$ cat config.mk
export PLATFORM = sky130hd
export DESIGN_NAME = xlate_buf
export DESIGN_NICKNAME = d
export VERILOG_FILES = /design/src/rtl/xb_pkg.sv /design/src/rtl/xb_lowest.sv /design/src/rtl/xb_match.sv /design/src/rtl/xb_victim.sv /design/src/rtl/xlate_buf.sv
export SDC_FILE = /design/constraint.sdc
export NUM_CORES = 2
export LEC_CHECK = 0
export ABC_CLOCK_PERIOD_IN_PS = 7020
export CAP_MARGIN = 30
export CORE_AREA = 2 2 250 437
export DETAILED_ROUTE_END_ITERATION = 10
export DIE_AREA = 0 0 252 439
export SYNTH_ARGS = -nofsm -noshare
export SYNTH_HDL_FRONTEND = slang
export SYNTH_SLANG_ARGS = --single-unit
$ cat constraint.sdc
create_clock -name clk -period 7.02 [get_ports clk]
set_input_delay 1.404 -clock clk [delete_from_list [all_inputs] [get_ports clk]]
set_output_delay 1.404 -clock clk [all_outputs]
set_load 0.03 [all_outputs]
$ cat src/rtl/xb_pkg.sv
package xb_pkg;
   // Access rights of one mapping; rd is bit 0, wr is bit 1.
   typedef struct packed {
      logic wr;
      logic rd;
   } xb_rights_t;

   localparam int unsigned XB_RIGHTS_W = $bits(xb_rights_t);
endpackage

$ cat src/rtl/xb_lowest.sv
// Finds the lowest set bit of a request vector.
module xb_lowest #(
   parameter  int unsigned N  = 16,
   localparam int unsigned IW = (N > 1) ? $clog2(N) : 1
) (
   input  logic [N-1:0]  req,
   output logic          found,
   output logic [IW-1:0] idx
);
   always_comb begin
      found = 1'b0;
      idx   = '0;
      for (int i = N - 1; i >= 0; i--) begin
         if (req[i]) begin
            found = 1'b1;
            idx   = IW'(i);
         end
      end
   end
endmodule

$ cat src/rtl/xb_match.sv
// Parallel tag comparison across all entries.
module xb_match #(
   parameter int unsigned N = 16,
   parameter int unsigned W = 20
) (
   input  logic [W-1:0]        key,
   input  logic [N-1:0][W-1:0] tags,
   input  logic [N-1:0]        valid,
   output logic [N-1:0]        hits
);
   for (genvar g = 0; g < N; g++) begin : g_cmp
      assign hits[g] = valid[g] && (tags[g] == key);
   end
endmodule

$ cat src/rtl/xb_victim.sv
// Replacement choice: free slot first, then an unreferenced slot,
// else request a global reference clear and take slot 0.
module xb_victim #(
   parameter  int unsigned N  = 16,
   localparam int unsigned IW = (N > 1) ? $clog2(N) : 1
) (
   input  logic [N-1:0]  valid,
   input  logic [N-1:0]  refb,
   output logic [IW-1:0] idx,
   output logic          clear_all
);
   logic          free_found, cold_found;
   logic [IW-1:0] free_idx, cold_idx;

   xb_lowest #(.N(N)) i_free (.req(~valid), .found(free_found), .idx(free_idx));
   xb_lowest #(.N(N)) i_cold (.req(~refb),  .found(cold_found), .idx(cold_idx));

   always_comb begin
      clear_all = 1'b0;
      if (free_found) begin
         idx = free_idx;
      end else if (cold_found) begin
         idx = cold_idx;
      end else begin
         idx       = '0;
         clear_all = 1'b1;
      end
   end
endmodule

$ cat src/rtl/xlate_buf.sv
module xlate_buf
   import xb_pkg::*;
#(
   parameter  int unsigned VA_W    = 32,
   parameter  int unsigned PA_W    = 32,
   parameter  int unsigned OFS_W   = 12,
   parameter  int unsigned ENTRIES = 16,
   localparam int unsigned VPN_W   = VA_W - OFS_W,
   localparam int unsigned PPN_W   = PA_W - OFS_W,
   localparam int unsigned IDX_W   = (ENTRIES > 1) ? $clog2(ENTRIES) : 1
) (
   input  logic                   clk,
   input  logic                   rst_n,
   input  logic                   lk_valid,
   input  logic                   lk_write,
   input  logic [VA_W-1:0]        lk_vaddr,
   output logic                   lk_hit,
   output logic [PA_W-1:0]        lk_paddr,
   output logic                   trap_miss,
   output logic                   trap_prot,
   output logic [VPN_W-1:0]       trap_vpn,
   input  logic                   fill_en,
   input  logic [VPN_W-1:0]       fill_vpn,
   input  logic [PPN_W-1:0]       fill_ppn,
   input  logic [XB_RIGHTS_W-1:0] fill_rights,
   output logic                   evict_valid,
   output logic [VPN_W-1:0]       evict_vpn,
   output logic [PPN_W-1:0]       evict_ppn,
   output logic                   evict_dirty
);
   // Elaboration-time parameter checks
   if (OFS_W == 0 || OFS_W >= VA_W) begin : g_bad_va
      $error("xlate_buf: OFS_W must be between 1 and VA_W-1");
   end
   if (OFS_W >= PA_W) begin : g_bad_pa
      $error("xlate_buf: OFS_W must be below PA_W");
   end
   if (ENTRIES < 2) begin : g_bad_n
      $error("xlate_buf: ENTRIES must be at least 2");
   end

   // Entry storage
   logic [ENTRIES-1:0]            v_q, ref_q, dirty_q;
   logic [ENTRIES-1:0]            v_d, ref_d, dirty_d;
   logic [ENTRIES-1:0][VPN_W-1:0] vpn_q;
   logic [ENTRIES-1:0][PPN_W-1:0] ppn_q;
   xb_rights_t [ENTRIES-1:0]      rights_q;

   // Lookup path
   logic [VPN_W-1:0]   lk_vpn;
   logic [ENTRIES-1:0] lk_vec;
   logic               lk_any;
   logic [IDX_W-1:0]   lk_idx;
   xb_rights_t         lk_rights;
   logic               lk_allow;

   assign lk_vpn = lk_vaddr[VA_W-1:OFS_W];

   xb_match #(.N(ENTRIES), .W(VPN_W)) i_lk_match (
      .key(lk_vpn), .tags(vpn_q), .valid(v_q), .hits(lk_vec));
   xb_lowest #(.N(ENTRIES)) i_lk_enc (
      .req(lk_vec), .found(lk_any), .idx(lk_idx));

   assign lk_rights = rights_q[lk_idx];
   assign lk_allow  = lk_write ? lk_rights.wr : lk_rights.rd;
   assign lk_hit    = lk_valid && lk_any && lk_allow;
   assign lk_paddr  = {ppn_q[lk_idx], lk_vaddr[OFS_W-1:0]};

   // Fill path
   logic [ENTRIES-1:0] fl_vec;
   logic               fl_any;
   logic [IDX_W-1:0]   fl_idx;
   logic [IDX_W-1:0]   vic_idx;
   logic               vic_clear;
   logic [IDX_W-1:0]   fl_slot;
   logic               fl_evicts;

   xb_match #(.N(ENTRIES), .W(VPN_W)) i_fl_match (
      .key(fill_vpn), .tags(vpn_q), .valid(v_q), .hits(fl_vec));
   xb_lowest #(.N(ENTRIES)) i_fl_enc (
      .req(fl_vec), .found(fl_any), .idx(fl_idx));
   xb_victim #(.N(ENTRIES)) i_victim (
      .valid(v_q), .refb(ref_q), .idx(vic_idx), .clear_all(vic_clear));

   assign fl_slot   = fl_any ? fl_idx : vic_idx;
   assign fl_evicts = fill_en && !fl_any && v_q[vic_idx];

   // Status next state: fill overrides a hit on the same slot
   always_comb begin
      v_d     = v_q;
      ref_d   = ref_q;
      dirty_d = dirty_q;
      if (fill_en && !fl_any && vic_clear) begin
         ref_d = '0;
      end
      if (lk_hit) begin
         ref_d[lk_idx] = 1'b1;
         if (lk_write) begin
            dirty_d[lk_idx] = 1'b1;
         end
      end
      if (fill_en) begin
         v_d[fl_slot]     = 1'b1;
         ref_d[fl_slot]   = 1'b1;
         dirty_d[fl_slot] = 1'b0;
      end
   end

   always_ff @(posedge clk or negedge rst_n) begin
      if (!rst_n) begin
         v_q         <= '0;
         ref_q       <= '0;
         dirty_q     <= '0;
         trap_miss   <= 1'b0;
         trap_prot   <= 1'b0;
         trap_vpn    <= '0;
         evict_valid <= 1'b0;
         evict_vpn   <= '0;
         evict_ppn   <= '0;
         evict_dirty <= 1'b0;
      end else begin
         v_q         <= v_d;
         ref_q       <= ref_d;
         dirty_q     <= dirty_d;
         trap_miss   <= lk_valid && !lk_any;
         trap_prot   <= lk_valid && lk_any && !lk_allow;
         if (lk_valid && !lk_hit) begin
            trap_vpn <= lk_vpn;
         end
         evict_valid <= fl_evicts;
         if (fl_evicts) begin
            evict_vpn   <= vpn_q[vic_idx];
            evict_ppn   <= ppn_q[vic_idx];
            evict_dirty <= dirty_q[vic_idx];
         end
      end
   end

   // Mapping payload, no reset: guarded by the valid bits
   always_ff @(posedge clk) begin
      if (fill_en) begin
         vpn_q[fl_slot]    <= fill_vpn;
         ppn_q[fl_slot]    <= fill_ppn;
         rights_q[fl_slot] <= xb_rights_t'(fill_rights);
      end
   end
endmodule

==> flow_metrics.tcl <==
set metrics [dict create \
    status "finished, final reports clean" \
    cts_tree "done" \
    grt_overflow 0 \
    crit_path_max_fanout 9 \
    ys_warn_count 0 \
    start_util_pct 39.7 \
    worst_pin_slew_ns 1.02 \
    vias_per_cell 6.26 \
    grt_pass1_wl_um 264000 \
    setup_violations 0 \
    synth_cells 3470 \
    clk_pin_slew_ns 0.07 \
    io_buffers 151 \
    cap_violations 0 \
    h-tree-depth 3 \
    placed_cell_area_um2 48800 \
    die_y_um 439 \
    clk_latency_ns 0.70 \
    mostFrequentLayoutCells "edfxtp_1 (672), xnor2_1 (454), buf_4 (353)" \
    drc 0 \
    peakVddDrop_mv 0.677 \
    power_density_nw_per_um2 436 \
    synth-main-ff-cell "edfxtp_1" \
    synth.avg_cell_area_um2 12.2 \
    dr.pass1.iters 6 \
    worstPathArrival_ns 5.57 \
    critical_path_class "in -> out" \
    cp_num_buf_inv 8 \
    num-nets-final 3975 \
    worst_path_most_repeated_cell "buf_4" \
    critPathCaptureType "output port" \
    min_path_type "reg -> reg" \
    synth_edf_count 672 \
    p_leak_nw 18.0 \
    row_count 159 \
    cts_hold_buf 0 \
    grt_max_degree 109 \
    cts_buffer_depth 3 \
    nFillCells 9478 \
    drive_gt1_share_pct 23.2 \
    synth_area_um2 42500 \
    required_ns 5.62 \
    dr.first_iter.drc_count 3443 \
    grt_pass1_vias 33758 \
    max_slew_margin_pct 31.5 \
    regArea_um2 23000 \
    io_pins 176 \
    hold_ws_ns 0.505 \
    final_common_cell "edfxtp_1" \
    antenna_left 0 \
    dp_hpwl_um 139000 \
    wl_um 192000 \
    async_reset_ff_share_pct 14.3 \
    finalCritPeriodShare_pct 99.4 \
    cp-start-kind "input pin" \
    final_area_um2 52500 \
    track_usage_pct 34.5 \
    hold_viol 0 \
    max_freq_ghz 0.143 \
    multi_input_area_um2 18900 \
    ys_types 92 \
    fin_worst_skew_ns 0.0393 \
    slowest_stage "clkdlybuf4s50_1" \
    num_vias 33383 \
    clockRootBuffer "clkbuf_16" \
    wire_per_inst_um 36.1 \
    drv_slew 0 \
    ys_ff_latch 784 \
    crit_chain "clkdlybuf4s50_1 -> buf_4 -> buf_4 -> buf_12 -> buf_4 -> xnor2_1 -> nand4_1 -> nor4_1 -> nand4_1 -> and2_1 -> a31oi_2 -> a22oi_1 -> buf_4 -> a221oi_4 -> o31ai_2 -> buf_4 -> nor4_4 -> or2_4 -> buf_12" \
    core_um2 107000 \
    syn2layout_area_growth_pct 23.6 \
    clock_sinks 784 \
    critPathTopFamily "buffers and inverters" \
    min_period_ns 6.98 \
    yosysSeqAreaShare_pct 54.1 \
    antenna_found_initial 3 \
    globalplace.congestion 1.03 \
    cts_buffers 78 \
    crit_path_max_incr_delay_ns 0.39 \
    die-width_um 252 \
    grt_setup_unrepaired "yes" \
    syn_nets 3549 \
    dieArea_um2 111000 \
]
[report_power, final]
group | internal [mW] | switching (mW)
Clock | 2.74 | 1.93
Sequential | 6.13 | 0.841
Combinational | 3.90 | 7.34
Total | 12.8 | 10.1
[per-layer routing]
metal / up-vias / wire, um / track usage, %
met3: 641 / 11400 / 4.72
met1: 16943 / 63800 / 36.5
met4: 2 / 19800 / 28.5
met2: 1732 / 97400 / 60.9
met5: - / 7 / 0
li1: 14065 / - / -
[kinds of logic (layout without fill, tap and decap cells)]
family / count (synthesis) / in the layout / synth area share [%]
compound gates: 631 / 631 / 10.9
xor+xnor: 638 / 638 / 13.2
buf+inv: 291 / 780 / 2.99
flops: 784 / 784 / 54.1
mux: 162 / 162 / 6.60
other cells: 0 / 4 / 0
simple gates: 964 / 964 / 12.2
[worst register-to-register path: cells and delay by family (launching register included)]
kind | cells | cell delay (ns)
flip-flops | 1 | 0.50
AO/OA/AOI/OAI | 1 | 0.40
AND/OR/NAND/NOR | 9 | 3.13
XOR/XNOR | 1 | 0.23
buffers and inverters | 2 | 0.54
[area by class of cell]
type,instances,share of cell area (%)
tap,1368,3.26
antenna,4,0.0191
clock buffer,109,4.45
sequential,784,43.8
clock inverter,34,0.896
multi-input combinational,2395,36.0
inverter,41,0.293
timing repair buffer,596,11.4
[path summary, 6_finish.rpt]
path | slack (ns) | start | end | cells past startpoint
min in group asynchronous | 0.70 | rst_n | trap_vpn[8] | 1
setup reg to reg | 1.85 | vpn_q[268] | ppn_q[133] | 13
max in group asynchronous | 5.19 | rst_n | evict_ppn[3] | 3
hold reg to reg | 0.50 | dirty_q[10] | dirty_q[10] | 2
hold / removal | 0.50 | dirty_q[10] | dirty_q[10] | 2
setup / recovery | 0.04 | lk_vaddr[31] | lk_hit | 19
[registers in the layout (all words and copies together), names as in the netlist]
| name | cells |
|---|---|
| ref_q | 16 |
| evict_vpn | 20 |
| ppn_q | 320 |
| trap_vpn | 20 |
| trap_miss | 1 |
| v_q | 16 |
| rights_q | 32 |
| vpn_q | 320 |
| dirty_q | 16 |
| evict_valid | 1 |
| evict_dirty | 1 |
| evict_ppn | 20 |
| trap_prot | 1 |
[timing repair]
action / in CTS / in global routing
hold endpoints to repair: 0 / 0
endpoints found under the setup margin: 21 / 21
resized for setup: 35 / 72
buffers inserted: 4 / 20
pin swaps: 6 / 20
cloned: 0 / 3
[synth_stat cells, types with 36 or more instances]
library cell  number  share of area (%)
a311oi_1          82                1.7
buf_2             36               0.42
clkbuf_1         163                1.4
and2_1            92                1.4
a211oi_1          87                1.5
inv_1             41               0.36
a22oi_1           78                1.4
xnor2_1          469                9.7
nor4_1            70                1.0
edfxtp_1         672                 48
nand4_1          169                2.5
a21oi_1           65               0.77
a22o_1            53                1.1
xor2_1           164                3.4
mux2_2            42                1.1
o21ai_0           88                1.0
nand3_1           76               0.90
dfrtp_1          112                6.6
o211ai_1          75                1.3
mux4_2            82                4.3
nor2_1            75               0.66
nand2_1          323                2.9
[through the flow]
stage,setup WS (ns),setup TNS (ns),util (%),total power [mW],std cells
4_1_cts,-0.0755,-0.133,48.4,22.6,5302
2_1_floorplan,-0.289,-25.19,-,13.1,3470
3_5_place_dp,-0.724,-12.22,45.6,17.9,5155
3_3_place_gp,-0.844,-14.52,45.6,17.9,5152
5_1_grt,-0.103,-0.547,49.1,23.5,5329
6_report,0.0420,0,49.1,22.9,5331
Note: power is estimated with default switching activity, not from simulation.
